--- config.mk ---
export PLATFORM = sky130hd
export DESIGN_NAME = serhost_regs
export DESIGN_NICKNAME = d
export VERILOG_FILES = /design/src/rtl/serhost_pkg.sv /design/src/rtl/serhost_decode.sv /design/src/rtl/serhost_txpath.sv /design/src/rtl/serhost_rxpath.sv /design/src/rtl/serhost_regs.sv
export SDC_FILE = /design/constraint.sdc
export NUM_CORES = 1
export LEC_CHECK = 0
export BUFFER_PORTS_ARGS = -buffer_cell sky130_fd_sc_hd__clkbuf_2
export CAP_MARGIN = 20
export CORE_ASPECT_RATIO = 0.7
export CORE_MARGIN = 1
export CORE_UTILIZATION = 50
export CTS_BUF_LIST = sky130_fd_sc_hd__clkbuf_4 sky130_fd_sc_hd__clkbuf_8
export CTS_CLUSTER_DIAMETER = 80
export CTS_CLUSTER_SIZE = 14
export DETAILED_ROUTE_END_ITERATION = 10
export PLACE_DENSITY = 0.74
export SETUP_SLACK_MARGIN = 0.2
export SLEW_MARGIN = 20
export SYNTH_ARGS = -nofsm -noshare
export SYNTH_HDL_FRONTEND = slang
export SYNTH_HIERARCHICAL = 1
export SYNTH_SLANG_ARGS = --single-unit
--- constraint.sdc ---
create_clock -name clk -period 1.9 [get_ports clk]
set_input_delay 0.095 -clock clk [delete_from_list [all_inputs] [get_ports clk]]
set_output_delay 0.095 -clock clk [all_outputs]
set_load 0.01 [all_outputs]
--- src/rtl/serhost_pkg.sv ---
package serhost_pkg;
    localparam int BYTE_W  = 8;
    localparam int OFF_W   = 3;
    localparam int IEN_W   = 4;
    localparam int DL_BYTES = 2;

    typedef enum logic [OFF_W-1:0] {
        OFF_DATA  = 3'd0,
        OFF_IEN   = 3'd1,
        OFF_IID   = 3'd2,
        OFF_LCTL  = 3'd3,
        OFF_MCTL  = 3'd4,
        OFF_LSTAT = 3'd5,
        OFF_MSTAT = 3'd6,
        OFF_SPARE = 3'd7
    } off_e;

    typedef enum logic [2:0] {
        T_NONE, T_RXTX, T_IEN, T_DLLO, T_DLHI, T_IID, T_LCTL, T_LSTAT
    } tgt_e;

    typedef struct packed {
        logic rd;
        logic wr;
        tgt_e tgt;
    } acc_t;

    localparam int LCTL_DLAB_BIT = BYTE_W - 1;
    localparam int IEN_RX_BIT    = 0;
    localparam int IEN_TX_BIT    = 1;

    localparam logic [BYTE_W-1:0] IID_NONE  = 8'h01;
    localparam logic [BYTE_W-1:0] IID_TXEMP = 8'h02;
    localparam logic [BYTE_W-1:0] IID_RXRDY = 8'h04;

    function automatic logic [BYTE_W-1:0] lstat_pack(input logic dr, input logic oe,
                                                     input logic thre);
        logic [BYTE_W-1:0] v;
        v    = '0;
        v[0] = dr;
        v[1] = oe;
        v[5] = thre;
        return v;
    endfunction
endpackage

--- src/rtl/serhost_decode.sv ---
module serhost_decode
    import serhost_pkg::*;
(
    input  logic             csel_p0,
    input  logic             csel_p1,
    input  logic             csel_n,
    input  logic [OFF_W-1:0] off,
    input  logic             rd_n,
    input  logic             wr_n,
    input  logic             dlab,
    output acc_t             acc
);
    logic hit;

    always_comb begin
        hit    = csel_p0 & csel_p1 & ~csel_n;
        acc.rd = hit & ~rd_n & wr_n;
        acc.wr = hit & ~wr_n & rd_n;
        case (off_e'(off))
            OFF_DATA:  acc.tgt = dlab ? T_DLLO : T_RXTX;
            OFF_IEN:   acc.tgt = dlab ? T_DLHI : T_IEN;
            OFF_IID:   acc.tgt = T_IID;
            OFF_LCTL:  acc.tgt = T_LCTL;
            OFF_LSTAT: acc.tgt = T_LSTAT;
            default:   acc.tgt = T_NONE;
        endcase
        if (!hit) acc.tgt = T_NONE;
    end
endmodule

--- src/rtl/serhost_txpath.sv ---
module serhost_txpath #(
    parameter int W = 8
) (
    input  logic         clk,
    input  logic         rst,
    input  logic         thr_wr,
    input  logic [W-1:0] wdata,
    input  logic         tx_done,
    output logic         thr_empty,
    output logic         moved,
    output logic         tx_valid,
    output logic [W-1:0] tx_byte
);
    logic [W-1:0] thr_q, tsr_q;
    logic         thr_full, tsr_busy;

    assign moved     = thr_full & ~tsr_busy;
    assign thr_empty = ~thr_full;
    assign tx_valid  = tsr_busy;
    assign tx_byte   = tsr_q;

    always_ff @(posedge clk) begin
        if (rst) begin
            thr_q    <= '0;
            tsr_q    <= '0;
            thr_full <= 1'b0;
            tsr_busy <= 1'b0;
        end else begin
            if (tsr_busy && tx_done) tsr_busy <= 1'b0;
            if (moved) begin
                tsr_q    <= thr_q;
                tsr_busy <= 1'b1;
            end
            if (thr_wr) begin
                thr_q    <= wdata;
                thr_full <= 1'b1;
            end else if (moved) begin
                thr_full <= 1'b0;
            end
        end
    end
endmodule

--- src/rtl/serhost_rxpath.sv ---
module serhost_rxpath #(
    parameter int W = 8
) (
    input  logic         clk,
    input  logic         rst,
    input  logic         rx_valid,
    input  logic [W-1:0] rx_byte,
    input  logic         rbr_rd,
    input  logic         lsr_rd,
    output logic [W-1:0] rbr,
    output logic         dr,
    output logic         oe
);
    always_ff @(posedge clk) begin
        if (rst) begin
            rbr <= '0;
            dr  <= 1'b0;
            oe  <= 1'b0;
        end else begin
            if (rx_valid) begin
                rbr <= rx_byte;
                dr  <= 1'b1;
            end else if (rbr_rd) begin
                dr  <= 1'b0;
            end
            if (rx_valid && dr && !rbr_rd) oe <= 1'b1;
            else if (lsr_rd)               oe <= 1'b0;
        end
    end
endmodule

--- src/rtl/serhost_regs.sv ---
module serhost_regs
    import serhost_pkg::*;
#(
    parameter int DW = BYTE_W,
    parameter int AW = OFF_W
) (
    input  logic          clk,
    input  logic          rst,
    input  logic          csel_p0,
    input  logic          csel_p1,
    input  logic          csel_n,
    input  logic [AW-1:0] reg_off,
    input  logic          rd_strb_n,
    input  logic          wr_strb_n,
    input  logic [DW-1:0] wdata,
    output logic [DW-1:0] rdata,
    input  logic          rx_valid,
    input  logic [DW-1:0] rx_byte,
    output logic          tx_valid,
    output logic [DW-1:0] tx_byte,
    input  logic          tx_done,
    output logic          irq
);
    localparam int DL_W = DW * DL_BYTES;

    acc_t             acc;
    logic [DW-1:0]    lcr_q;
    logic [IEN_W-1:0] ier_q;
    logic [DL_W-1:0]  dl_q;
    logic             pend_q;
    logic             dlab;
    logic             thr_wr, thr_empty, moved;
    logic [DW-1:0]    rbr;
    logic             dr_q, oe_q;
    logic             rx_irq, tx_irq;
    logic [DW-1:0]    iid;
    logic             iid_tx_rd;

    assign dlab = lcr_q[LCTL_DLAB_BIT];

    serhost_decode u_dec (
        .csel_p0(csel_p0), .csel_p1(csel_p1), .csel_n(csel_n),
        .off(reg_off), .rd_n(rd_strb_n), .wr_n(wr_strb_n),
        .dlab(dlab), .acc(acc)
    );

    assign thr_wr = acc.wr && (acc.tgt == T_RXTX);

    serhost_txpath #(.W(DW)) u_tx (
        .clk(clk), .rst(rst), .thr_wr(thr_wr), .wdata(wdata),
        .tx_done(tx_done), .thr_empty(thr_empty), .moved(moved),
        .tx_valid(tx_valid), .tx_byte(tx_byte)
    );

    serhost_rxpath #(.W(DW)) u_rx (
        .clk(clk), .rst(rst), .rx_valid(rx_valid), .rx_byte(rx_byte),
        .rbr_rd(acc.rd && (acc.tgt == T_RXTX)),
        .lsr_rd(acc.rd && (acc.tgt == T_LSTAT)),
        .rbr(rbr), .dr(dr_q), .oe(oe_q)
    );

    assign rx_irq = dr_q & ier_q[IEN_RX_BIT];
    assign tx_irq = pend_q & ier_q[IEN_TX_BIT];
    assign irq    = rx_irq | tx_irq;

    always_comb begin
        if (rx_irq)      iid = IID_RXRDY;
        else if (tx_irq) iid = IID_TXEMP;
        else             iid = IID_NONE;
    end

    assign iid_tx_rd = acc.rd && (acc.tgt == T_IID) && (iid == IID_TXEMP);

    // divisor bytes: one register slice per byte
    for (genvar b = 0; b < DL_BYTES; b++) begin : g_dl
        always_ff @(posedge clk) begin
            if (rst) begin
                dl_q[b*DW +: DW] <= '0;
            end else if (acc.wr && (acc.tgt == ((b == 0) ? T_DLLO : T_DLHI))) begin
                dl_q[b*DW +: DW] <= wdata;
            end
        end
    end

    always_ff @(posedge clk) begin
        if (rst) begin
            lcr_q  <= '0;
            ier_q  <= '0;
            pend_q <= 1'b0;
        end else begin
            if (acc.wr && acc.tgt == T_LCTL) lcr_q <= wdata;
            if (acc.wr && acc.tgt == T_IEN)  ier_q <= wdata[IEN_W-1:0];
            if (thr_wr)         pend_q <= 1'b0;
            else if (moved)     pend_q <= 1'b1;
            else if (iid_tx_rd) pend_q <= 1'b0;
        end
    end

    always_comb begin
        rdata = '0;
        if (acc.rd) begin
            case (acc.tgt)
                T_RXTX:  rdata = rbr;
                T_DLLO:  rdata = dl_q[0 +: DW];
                T_DLHI:  rdata = dl_q[DW +: DW];
                T_IEN:   rdata = {{(DW-IEN_W){1'b0}}, ier_q};
                T_IID:   rdata = iid;
                T_LCTL:  rdata = lcr_q;
                T_LSTAT: rdata = lstat_pack(dr_q, oe_q, thr_empty);
                default: rdata = '0;
            endcase
        end
    end
endmodule

==> run metrics <==
status complete, but fails checks; failing checks negative setup slack; Sink Count 57; clk_lat worst skew 0.34 ns; sequential-to-total area share from yosys stat 41.9%; peak supply drop 0.429 mV; IO Count 46; TritonCTS clock tree yes; FFs w/ async S/R, synth 0%; first-pass GRT wire length 11800 um; leading area contributor after synthesis dfxtp_1; Row Count 22; ratio of cells with drive above 1 in the final layout 45.7%; vias in the first global route around 2500; Hold Crit Depth 3; setup ws final -0.507 ns; initial antenna violation count 0; RSZ-0062 raised after global routing yes; fmax between 0.4 and 0.5 GHz; Die Y-Extent 63.7 um; DP HPWL slightly below 5000 um; fin crit share 127%; die area 0.00575 sq mm; synthesis warning total 6; CTS max path bufs 2; Least-Margin Pin Slew 0.813 ns; ANT cells 0; total clock buffers created by CTS 9; Total GRT Usage 26.9%; worst min-delay path class in2reg; remaining global-route overflow 0; Final Hold Vio Count 0; clock-pin slew on the worst setup and hold paths 0.06 ns; Worst Path Arrival between 2 and 2.5 ns; Synth Instances 311; Leak 1.50 nW; vias 2661; Clock power frac approximately 43%; switching share of power between 20% and 30%; Internal approximately 2 mW; CTS root buf clkbuf_8; CP Data Required Time 1.80 ns; Crit. End Element primary output; share of the synthesized area in the top cell type 41.9%; Synth cell types 47; NetSw 0.576 mW; Syn Nets 339; Synth area leaders dfxtp_1 (42%), nand2_1 (7.6%), mux2i_1 (7.4%); crit path max fanout 5; WS Path Type reg2out; final WL 7750 um; number of flops mapped to enable cells by yosys 0; vias per inst 5.58; Syn Area/Cell 8.75 sq um; Clock H-tree levels 3; Core Region 0.00523 sq mm; Die W 90.2 um; Mapped Area 0.00272 sq mm; FF-to-FF path depth 11; post-place setup slack -0.186 ns; synthesized flop and latch total 57; Final TNS setup -8.25 ns; Final ANT Viol Nets 0; routability cong. 0.855; CP Launch Type register; Slew Viols, Final 0; initial core utilization between 50% and 60%; total power divided by cell area about 640 mW/mm^2; Layout Nets about 430; Port Buf Inserts 45; DR WL/cell 16.3 um; Post-synth top flop dfxtp_1; largest net degree at the start of global routing 45; Finish-stage setup viols 40; Post-route DRC 0; fin crit period around 2.4 ns; Fin Clk Skew around 0.0034 ns; first-pass iteration count of the detailed router 5; Comb pwr share 8.2%; maxcap violations 0; DRT iter0 DRCs about 140; Area growth syn-to-layout 43.8%; sequential fraction of design power about 48%; Max-slew headroom 45.8%
-- critical path, stage by stage, from the launching register on --
cell	delay [ns]
dfxtp_2	0.34
inv_2	0.04
or4_4	0.42
a31oi_4	0.19
buf_6	0.17
buf_12	0.12
mux2_4	0.30
a22oi_2	0.19
nor2b_1	0.06
buf_2	0.13
-- metrics by stage --
stage          hold WS [ns]  power (mW)  util (%)  cells  instance area (sq um)
2_1_floorplan         0.189        1.34         -    311                   2830
3_3_place_gp          0.289        1.40      62.3    441                   3260
3_5_place_dp          0.299        1.40      62.3    441                   3260
4_1_cts            0.000769        2.52      72.1    472                   3770
5_1_grt              0.0521        2.60      74.8    477                   3910
6_report             0.0105        2.52      74.8    477                   3910
-- per-layer routing --
metal	global-route usage, %	vias up	wire length, um
li1	-	1270	-
met4	14.5	0	227
met2	43.3	98	3710
met1	33.3	1270	3380
met3	6.64	23	443
met5	0	-	0
-- synthesized netlist by cell type, types with 3 or more instances --
cell type,instances
nand3_1,5
nand4bb_1,7
mux2_2,4
nor2_1,31
and3_1,3
mux2i_1,20
nand2b_1,9
clkbuf_1,3
o21ai_0,8
buf_6,6
a21oi_1,35
nand2_1,55
inv_1,3
mux2_1,3
nor2b_1,5
a22oi_1,8
dfxtp_1,57
a32oi_1,3
buf_2,7
-- registers in the layout, summed over array words and instances (netlist names) --
register	count
dl_q	16
lcr_q	8
u_rx/rbr	8
u_tx/thr_q	8
u_tx/tx_byte	8
ier_q	4
pend_q	1
u_rx/dr	1
u_rx/oe	1
u_tx/thr_full	1
u_tx/tx_valid	1
-- final cells by class --
class	instances	area [sq um]
Tap cell	72	90.1
Fill cell	363	1320
Inverter	4	15.0
Clock buffer	12	146
Clock inverter	3	42.5
Timing Repair Buffer	98	733
Sequential cell	57	1140
Multi-Input combinational cell	231	1740
-- cell families after synthesis --
family	count (synthesis)	synth area share (%)
AOI/OAI and AO/OA	70	16.3
buffers and inverters	24	6.02
muxes	27	10.3
DFF	57	41.9
and+or+nand+nor	133	25.5
-- layout by cell type (no fill, tap or decap), types with 3 or more instances in the layout --
cell           netlist  final
nand2_4              0      4
mux2i_1             20     20
a21oi_2              0     19
a22oi_2              0      5
nand2_2              0      8
nand3_1              5      4
nand4bb_1            7      7
nor2_4               0      6
nor2b_1              5      4
dfxtp_1             57     56
buf_4                2     28
o21ai_0              8      7
clkbuf_4             0      3
buf_6                6     14
nand2b_1             9      7
nand2b_4             1      3
nor2_1              31     26
clkbuf_2             1     39
nand2_1             55     42
clkbuf_8             0      9
dlygate4sd3_1        0      8
a22oi_1              8      3
mux2_4               0      3
a32oi_2              0      3
a21oi_1             35     16
buf_2                7      6
mux2_2               4      3
buf_12               0      3
-- final timing paths --
| kind | start | end | slack, ns |
|---|---|---|---|
| max | lcr_q[7] | rdata[5] | -0.51 |
| min | rx_byte[5] | u_rx/rbr[5] | 0.01 |
| max reg2reg | lcr_q[7] | lcr_q[2] | -0.30 |
| min reg2reg | dl_q[15] | dl_q[15] | 0.47 |
-- what timing repair did --
item / in CTS / in global routing
hold endpoints to repair: 8 / 0
cloned: 2 / 0
pin swaps: 19 / 19
endpoints found under the setup margin: 48 / 48
hold buffers: 8 / 0
resized for setup: 47 / 29
setup buffers: 6 / 5
-- power groups by stage --
stage | Clock, mW | Sequential [mW] | Combinational (mW)
after floorplan | 0 | 1.24 | 0.0954
after global placement | 0 | 1.24 | 0.155
after detailed placement | 0 | 1.24 | 0.156
after CTS | 1.11 | 1.22 | 0.187
after global routing | 1.16 | 1.22 | 0.220
final | 1.09 | 1.22 | 0.205
(Power assumes the default switching activity.)
